**config.mk**
```make
export PLATFORM = sky130hd
export DESIGN_NAME = qenc_position_counter
export DESIGN_NICKNAME = d
export VERILOG_FILES = /design/src/rtl/qenc_pkg.sv /design/src/rtl/qenc_edge_decode.sv /design/src/rtl/qenc_index_detect.sv /design/src/rtl/qenc_count_core.sv /design/src/rtl/qenc_position_counter.sv
export SDC_FILE = /design/constraint.sdc
export NUM_CORES = 1
export LEC_CHECK = 0
export BUFFER_PORTS_ARGS = -buffer_cell sky130_fd_sc_hd__buf_4
export CAP_MARGIN = 20
export CORE_MARGIN = 4
export CORE_UTILIZATION = 35
export DETAILED_ROUTE_END_ITERATION = 16
export PLACE_DENSITY = 0.66
export SLEW_MARGIN = 10
export SYNTH_ARGS = -nofsm -noshare
export SYNTH_HDL_FRONTEND = slang
export SYNTH_SLANG_ARGS = --single-unit
export TNS_END_PERCENT = 10
```
**constraint.sdc**
```tcl
create_clock -name clk -period 5.25 [get_ports clk]
set_clock_uncertainty 0.1 [all_clocks]
set_input_delay 0.7875 -clock clk [delete_from_list [all_inputs] [get_ports clk]]
set_output_delay 0.7875 -clock clk [all_outputs]
set_load 0.01 [all_outputs]
```
**src/rtl/qenc_pkg.sv**
```systemverilog
package qenc_pkg;
  // Mode field bit meanings
  localparam int MODE_COARSE_BIT = 0;
  localparam int MODE_BOUND_BIT  = 1;

  typedef enum logic [1:0] {
    MODE_FINE_FREE    = 2'b00,
    MODE_COARSE_FREE  = 2'b01,
    MODE_FINE_BOUND   = 2'b10,
    MODE_COARSE_BOUND = 2'b11
  } qenc_mode_e;

  // One decoded movement request
  typedef struct packed {
    logic valid;
    logic up;
  } qenc_step_t;
endpackage

```
**src/rtl/qenc_edge_decode.sv**
```systemverilog
module qenc_edge_decode
  import qenc_pkg::*;
(
  input  logic       clk,
  input  logic       rst_n,
  input  logic       phase_a,
  input  logic       phase_b,
  input  logic       coarse,
  output qenc_step_t step
);
  logic a_q, b_q;

  always_ff @(posedge clk) begin
    if (!rst_n) begin
      a_q <= 1'b0;
      b_q <= 1'b0;
    end else begin
      a_q <= phase_a;
      b_q <= phase_b;
    end
  end

  logic a_chg, b_chg;
  assign a_chg = phase_a ^ a_q;
  assign b_chg = phase_b ^ b_q;

  always_comb begin
    step = '0;
    if (a_chg && b_chg) begin
      step = '0;                        // illegal double change
    end else if (a_chg) begin
      step.valid = 1'b1;
      step.up    = phase_a ^ phase_b;
    end else if (b_chg && !coarse) begin
      step.valid = 1'b1;
      step.up    = ~(phase_a ^ phase_b);
    end
  end
endmodule

```
**src/rtl/qenc_index_detect.sv**
```systemverilog
module qenc_index_detect (
  input  logic clk,
  input  logic rst_n,
  input  logic index_in,
  output logic rise
);
  logic idx_q;

  always_ff @(posedge clk) begin
    if (!rst_n) idx_q <= 1'b0;
    else        idx_q <= index_in;
  end

  assign rise = index_in & ~idx_q;
endmodule

```
**src/rtl/qenc_count_core.sv**
```systemverilog
module qenc_count_core
  import qenc_pkg::*;
#(
  parameter int CNT_W = 32
) (
  input  logic             clk,
  input  logic             rst_n,
  input  logic             enable,
  input  logic             bounded,
  input  qenc_step_t       step,
  input  logic             idx_rise,
  input  logic             idx_reload_en,
  input  logic             cmp_en,
  input  logic [CNT_W-1:0] cmp_value,
  input  logic [CNT_W-1:0] max_value,
  input  logic             load_fire,
  input  logic [CNT_W-1:0] load_data,
  output logic [CNT_W-1:0] count,
  output logic             dir_up,
  output logic             wrap_evt,
  output logic             dirchg_evt,
  output logic             cmp_evt,
  output logic             idx_evt
);
  localparam logic [CNT_W-1:0] ALL_ONES = {CNT_W{1'b1}};
  localparam logic [CNT_W-1:0] ZERO     = '0;

  logic [CNT_W-1:0] top, inc_val, dec_val, nxt_cnt;
  logic             nxt_dir, nxt_wrap, nxt_dchg, nxt_cmp, nxt_idx, moved;

  assign top     = bounded ? max_value : ALL_ONES;
  assign inc_val = count + 1'b1;
  assign dec_val = count - 1'b1;

  always_comb begin
    nxt_cnt  = count;
    nxt_dir  = dir_up;
    nxt_wrap = 1'b0;
    nxt_dchg = 1'b0;
    nxt_idx  = 1'b0;
    moved    = 1'b0;
    if (!enable) begin
      if (load_fire) nxt_cnt = load_data;
    end else begin
      nxt_idx = idx_rise;
      if (step.valid) begin
        nxt_dir  = step.up;
        nxt_dchg = step.up ^ dir_up;
      end
      if (idx_rise && idx_reload_en) begin
        nxt_cnt = dir_up ? ZERO : max_value;
        moved   = 1'b1;
      end else if (step.valid) begin
        moved = 1'b1;
        if (step.up) begin
          if (count == top) begin
            nxt_cnt  = ZERO;
            nxt_wrap = 1'b1;
          end else begin
            nxt_cnt = inc_val;
          end
        end else begin
          if (count == ZERO) begin
            nxt_cnt  = top;
            nxt_wrap = 1'b1;
          end else begin
            nxt_cnt = dec_val;
          end
        end
      end
    end
    nxt_cmp = cmp_en && moved && (nxt_cnt == cmp_value);
  end

  always_ff @(posedge clk) begin
    if (!rst_n) begin
      count      <= ZERO;
      dir_up     <= 1'b1;
      wrap_evt   <= 1'b0;
      dirchg_evt <= 1'b0;
      cmp_evt    <= 1'b0;
      idx_evt    <= 1'b0;
    end else begin
      count      <= nxt_cnt;
      dir_up     <= nxt_dir;
      wrap_evt   <= nxt_wrap;
      dirchg_evt <= nxt_dchg;
      cmp_evt    <= nxt_cmp;
      idx_evt    <= nxt_idx;
    end
  end
endmodule

```
**src/rtl/qenc_position_counter.sv**
```systemverilog
module qenc_position_counter
  import qenc_pkg::*;
#(
  parameter int CNT_W = 32
) (
  input  logic             clk,
  input  logic             rst_n,
  input  logic             phase_a,
  input  logic             phase_b,
  input  logic             index_in,
  input  logic             enable,
  input  logic [1:0]       mode,
  input  logic             cmp_en,
  input  logic             idx_reload_en,
  input  logic [CNT_W-1:0] cmp_value,
  input  logic [CNT_W-1:0] max_value,
  input  logic             load_valid,
  output logic             load_ready,
  input  logic [CNT_W-1:0] load_data,
  output logic [CNT_W-1:0] count,
  output logic             dir_up,
  output logic             wrap_evt,
  output logic             dirchg_evt,
  output logic             cmp_evt,
  output logic             idx_evt
);
  qenc_mode_e mode_e;
  qenc_step_t step;
  logic       idx_rise, coarse, bounded, load_fire;

  assign mode_e     = qenc_mode_e'(mode);
  assign coarse     = mode_e[MODE_COARSE_BIT];
  assign bounded    = mode_e[MODE_BOUND_BIT];
  assign load_ready = ~enable;
  assign load_fire  = load_valid & load_ready;

  qenc_edge_decode u_dec (
    .clk     (clk),
    .rst_n   (rst_n),
    .phase_a (phase_a),
    .phase_b (phase_b),
    .coarse  (coarse),
    .step    (step)
  );

  qenc_index_detect u_idx (
    .clk      (clk),
    .rst_n    (rst_n),
    .index_in (index_in),
    .rise     (idx_rise)
  );

  qenc_count_core #(.CNT_W(CNT_W)) u_core (
    .clk           (clk),
    .rst_n         (rst_n),
    .enable        (enable),
    .bounded       (bounded),
    .step          (step),
    .idx_rise      (idx_rise),
    .idx_reload_en (idx_reload_en),
    .cmp_en        (cmp_en),
    .cmp_value     (cmp_value),
    .max_value     (max_value),
    .load_fire     (load_fire),
    .load_data     (load_data),
    .count         (count),
    .dir_up        (dir_up),
    .wrap_evt      (wrap_evt),
    .dirchg_evt    (dirchg_evt),
    .cmp_evt       (cmp_evt),
    .idx_evt       (idx_evt)
  );
endmodule

```
# Yosys cells after proc, flatten, opt, wreduce, memory -nomap -nowiden
# Cells that the tools add are included.
[op_classes] eq_ne=2 reduce_logical=11 n_addsub=2 bitwise_logic=11 muxes=18
[ops] op="32-bit 2-to-1 mux" n=9
[ops] op="32-bit equality test" n=2
[ops] op="32-bit by 1-bit adder with 32-bit output (second input constant)" n=1
[ops] op="32-bit logical NOT" n=1
[ops] op="32-bit by 1-bit subtractor with 32-bit output (second input constant)" n=1
[ops] op="1-bit 2-to-1 mux" n=6
[ops] op="2-bit 2-to-1 mux" n=3
[ops] op="1-bit logical AND" n=5
[ops] op="1-bit inverter" n=5
[ops] op="2-bit AND reduction" n=2
[ops] op="4-bit OR reduction" n=1
[ops] op="1-bit bitwise XOR" n=4
[ops] op="3-bit AND reduction" n=1
[ops] op="1-bit bitwise AND" n=2
[ops] op="1-bit logical NOT" n=1
[totals] inputBits=107 output_inout_bits=38 register_bits=40

# Logic depth before layout (Yosys ltp)
[logic_depth] ltp_word=11 depth_mapped=14 mapped_depth_nobuf=12

# Hierarchy
# Synthesis repeated with hierarchy kept, for this count alone.
[hier_totals] hier_cells=949 hier_area_um2=6630.1
[modules_own_cells] module="qenc_count_core" area_per_inst_um2=6452.4 cells_per_inst=929 seq_area_each_um2=740.7 instances=1
[modules_own_cells] module="qenc_edge_decode" area_per_inst_um2=127.6 cells_per_inst=15 seq_area_each_um2=40.0 instances=1
[modules_own_cells] module="qenc_index_detect" area_per_inst_um2=40.0 cells_per_inst=3 seq_area_each_um2=20.0 instances=1
[modules_own_cells] module="qenc_position_counter" area_per_inst_um2=10.0 cells_per_inst=2 seq_area_each_um2=0.0 instances=1

# Worst setup path after synthesis
# OpenSTA, ideal clock, no wires.
[synth_path] path_kind="input to register" startpoint="in phase_b" endpoint="reg u_core.cmp_evt" required_time_ns=5.062 path_slack_ns=1.752 stages=11 path_buffers=1 arrival_time_ns=3.310 path_cell_list="and3b_1 > o21ai_1 > nand2_1 > or4_4 > buf_6 > o221ai_1 > mux2i_1 > nor4b_1 > a2111oi_0 > nand4_1 > nor4_2"
[synth_between] elab_chain_len=11 word_cells_on_any_way=18 classes_between="eq/ne (1); mux (10); bitwise (3); reduce/logical (4)"
[synth_rtl] item="start, declared" line_no="qenc_position_counter.sv:9" source="input logic phase_b,"
[synth_rtl] item="1-bit bitwise XOR (on tied branches)" line_no="qenc_edge_decode.sv:25, qenc_edge_decode.sv:33, qenc_edge_decode.sv:36"
[synth_rtl] item="1-bit logical AND / 1-bit inverter (equally long branches)" line_no="qenc_edge_decode.sv:34, qenc_edge_decode.sv:36"
[synth_rtl] item="2-bit 2-to-1 mux" line_no="qenc_edge_decode.sv:34" source="end else if (b_chg && !coarse) begin"
[synth_rtl] item="2-bit 2-to-1 mux" line_no="qenc_edge_decode.sv:31" source="end else if (a_chg) begin"
[synth_rtl] item="2-bit 2-to-1 mux *" line_no="qenc_edge_decode.sv:29" source="if (a_chg && b_chg) begin"
[synth_rtl] item="32-bit 2-to-1 mux" line_no="qenc_count_core.sv:55" source="if (step.up) begin"
[synth_rtl] item="32-bit 2-to-1 mux" line_no="qenc_count_core.sv:53" source="end else if (step.valid) begin"
[synth_rtl] item="32-bit 2-to-1 mux" line_no="qenc_count_core.sv:50" source="if (idx_rise && idx_reload_en) begin"
[synth_rtl] item="32-bit 2-to-1 mux" line_no="qenc_count_core.sv:42" source="if (!enable) begin"
[synth_rtl] item="32-bit equality test" line_no="qenc_count_core.sv:72" source="nxt_cmp = cmp_en && moved && (nxt_cnt == cmp_value);"
[synth_rtl] item="1-bit logical AND *" line_no="qenc_count_core.sv:72"
[synth_rtl] item="end signal, assigned" line_no="qenc_count_core.sv:88" source="cmp_evt <= nxt_cmp;"
[synth_rtl] item="end, declared" line_no="qenc_count_core.sv:22" source="output logic cmp_evt,"
# Mark *: on every way between the ends. The rest lies on a longest branch, timed or not.
# A chain may end at the register's enable or synchronous reset.

# Worst setup path in the final report
[layout_path] startpoint="reg u_core.count[9]" endpoint="reg u_core.cmp_evt"
[layout_between] elab_chain_len=8 word_cells_on_any_way=13 classes_between="add/sub (2); eq/ne (2); mux (7); reduce/logical (2)"
[layout_rtl] item="start, declared" line_no="qenc_count_core.sv:18" source="output logic [CNT_W-1:0] count,"
[layout_rtl] item="start signal, assigned" line_no="qenc_count_core.sv:84" source="count <= nxt_cnt;"
[layout_rtl] item="32-bit by 1-bit subtractor with 32-bit output (tied with other cells)" line_no="qenc_count_core.sv:33" source="assign dec_val = count - 1'b1;"
[layout_rtl] item="32-bit 2-to-1 mux (on tied branches)" line_no="qenc_count_core.sv:63, qenc_count_core.sv:56"
[layout_rtl] item="32-bit 2-to-1 mux" line_no="qenc_count_core.sv:55"
[layout_rtl] item="32-bit 2-to-1 mux" line_no="qenc_count_core.sv:53"
[layout_rtl] item="32-bit 2-to-1 mux" line_no="qenc_count_core.sv:50"
[layout_rtl] item="32-bit 2-to-1 mux *" line_no="qenc_count_core.sv:42"
[layout_rtl] item="32-bit equality test *" line_no="qenc_count_core.sv:72"
[layout_rtl] item="1-bit logical AND *" line_no="qenc_count_core.sv:72"
# Marked as above.

==> run_results.csv <==
group,metric,value,unit
synth,synthArstFlopShare,0,%
die,ios,145,
critical_path,critPathBufInv,3,
timing,final_hold_viol_count,0,
grt,grt_pass1_vias,8328,
timing,setup_viol,0,
synth,syn-instance-count,965,
synth,syn_nets,1075,
die,die_y,144.7,µm
die,start_util,36.02,%
synth,synth_xor_area_share,7.770,%
synth,syn_area,6538,µm²
cts,cts_tree,"yes",
route,wl_per_cell,28.05,µm
timing,rsz0062_at_grt,"no",
grt,grt_max_degree,55,
finish,final_nets,1197,
flow_run,maxCapViolCount,0,
cts,cts_setup_buffers,0,
synth,ys.warnings.count,0,
cts,cts-root-buf,"clkbuf_16",
cts,cts_buffers,5,
timing,holdWs,438.2,ps
synth,synth_compound_area_share,31.71,%
grt,grtUsageMet1,45.50,%
die,die_x,144.7,µm
grt,gr-usage-met3,9.596,%
place,hpwl,28570,µm
grt,grt_pass1_wl,52990,µm
cts,cts_resized,0,
route,viasPerCell,6.778,
grt,globalRouteTotalUtil,34.13,%
route,num_vias,8926,
place,place_congestion,1.056,
place,io_buffers,144,
route,drc,0,
critical_path,crit_slowest_cell,"or3_1",
critical_path,critPathLaunchType,"register",
critical_path,cpPeakStageDelay,510,ps
cts,cts_sinks,40,
timing,fin_tns_setup,0,ps
finish,drive_above_1_share,22.98,%
synth,ys_types,90,
pwr,p_leak,3.093,nW
synth,yosysTopAreaCell,"dfxtp_1",
critical_path,cpLargestDelayFamily,"simple AND/OR/NAND/NOR gates",
route,drtAntennaViolNets,0,
place,dp_cells,1309,
hold_path,min_path_cells,1,
critical_path,rrSetupSlack,590,ps
finish,diodes,0,
route,first_pass_iters,6,
finish,area_growth,24.73,%
pwr,power.total,1.709,mW
place,dp_slack,654.7,ps
timing,fin_crit,4660,ps
grt,grt_use_met2,50.65,%
pwr,power_density,209.6,nW/µm²
critical_path,path_cells,"buf_4, nor4_4, nand3_1, or3_1, buf_4, nand2_2, o221ai_1, nor4bb_1, nor4b_1, a2111oi_0, buf_4, nand4_1, nor4_2",
synth,synth_edf_count,0,
timing,slew_headroom,39.57,%
critical_path,cp-end-kind,"register",
synth,synth-seq-area-share,12.25,%
finish,fin_area,8154,µm²
grt,antenna_found_initial,1,
timing,fmax,214.6,MHz
timing,worst_slew_pin_slew,905.5,ps
synth,synth-seq-cells,40,
critical_path,path_depth,13,
synth,synthSimpleGateAreaFrac,37.84,%
critical_path,r2r.worst_path.cells,13,
route,drt_iter0_drc,1300,
cts,ctsHoldBuffers,0,
synth,synth_fa_ha_area_share,0.5742,%
synth,ys.flop_type,"dfxtp_1",
place,place_area,7983,µm²
critical_path,worst_path_most_repeated_cell,"buf_4",
synth,synth.most_common_cell,"nand2_1",
cts,clkTransAtPathRegs,80,ps
pwr,irDropWorstVdd,122.2,µV
die,die-area,20930,µm²
synth,synth_top_family_by_area,"simple AND/OR/NAND/NOR gates",
finish,final_core_util,44.93,%
synth,synthMuxAreaShare,2.699,%
die,core,18150,µm²
cts,clock_latency,310,ps
route,drt_wl_total,36950,µm
status,status,"finished clean",
grt,busiest_layer,"met2",
critical_path,crit_fanout,12,
finish,layoutNonFillerInstCount,1317,
die,num_rows,49,
synth,yosys-top-cells-area,"dfxtp_1, nand2_1, xnor2_1, nor2_1, a21oi_1",
timing,finalCritPeriodShare,88.76,%
synth,syn_avg_cell_area,6.775,µm²
critical_path,arrival,4780,ps
critical_path,worst-setup-path-type,"reg -> reg",
timing,slew_viol_final,0,
cts,max-clock-path-buffers,2,
hold_path,min_path_type,"reg -> reg",
synth,synth_top_area_share,12.25,%
timing,worst_slack,590.2,ps
critical_path,cp_data_required_time,5370,ps
cts,h-tree-depth,2,
grt,grt.overflow.total,0,
synth,synth_common_cells,"nand2_1, nor2_1, clkbuf_1",
-- cells in the final DEF, fill, tap and decap left out, drive strengths merged, types with 25 or more instances in the layout --
cell    synthesis  final
nor3           44     44
nand2         120    120
xnor2          32     32
buf            25    198
a21oi          54     54
o22ai          28     28
inv            32     33
nor2           74     74
nor4           26     26
nand3          33     33
xor2           26     26
a211oi         27     27
dfxtp          40     40
o21ai          25     25
-- where the power goes --
| part | internal [mW] | leakage (nW) | total (mW) | switching, mW |
|---|---|---|---|---|
| logic | 0.355 | 2.68 | 0.904 | 0.548 |
| registers | 0.329 | 0.331 | 0.406 | 0.0770 |
| clock network | 0.227 | 0.0804 | 0.399 | 0.172 |
| total | 0.912 | 3.09 | 1.71 | 0.797 |
-- worst register-to-register path: cells and delay by family, from the launching register on --
kind / cells / cell delay [ps]
compound gates: 2 / 720
buf+inv: 3 / 660
flops: 1 / 460
simple gates: 8 / 2640
-- state kept, by name, indices dropped and copies added, names as in the netlist --
name,flops
u_core.dirchg_evt,1
u_core.dir_up,1
u_dec.b_q,1
u_core.wrap_evt,1
u_idx.idx_q,1
u_core.count,32
u_core.cmp_evt,1
u_dec.a_q,1
u_core.idx_evt,1
-- layout make-up --
type	count	area [µm²]
timing repair buffer	198	1486
clock inverter	3	46.29
tap	229	286.5
fill	1925	9993
inverter	32	120.1
sequential	40	800.8
clock buffer	5	125.1
multi-input combinational	810	5289
-- worst paths after layout --
path | end | start
max | u_core.cmp_evt | u_core.count[9]
min | u_core.idx_evt | u_idx.idx_q
max reg2reg | u_core.cmp_evt | u_core.count[9]
min reg2reg | u_core.idx_evt | u_idx.idx_q
-- logic make-up (layout without fill, tap and decap cells) --
kind of cell,after synthesis,count (layout)
buf+inv,115,238
flops,40,40
mux,17,17
compound gates,283,283
simple gates,449,449
xor+xnor,58,58
fa+ha+maj,3,3
-- routing by layer --
metal  vias to the layer above  routed length [µm]
li1                       3909                   -
met1                      4106               14410
met2                       766               15300
met3                       143                5056
met4                         2                2167
met5                         -                  11
Note: power is estimated with default switching activity, not from simulation.
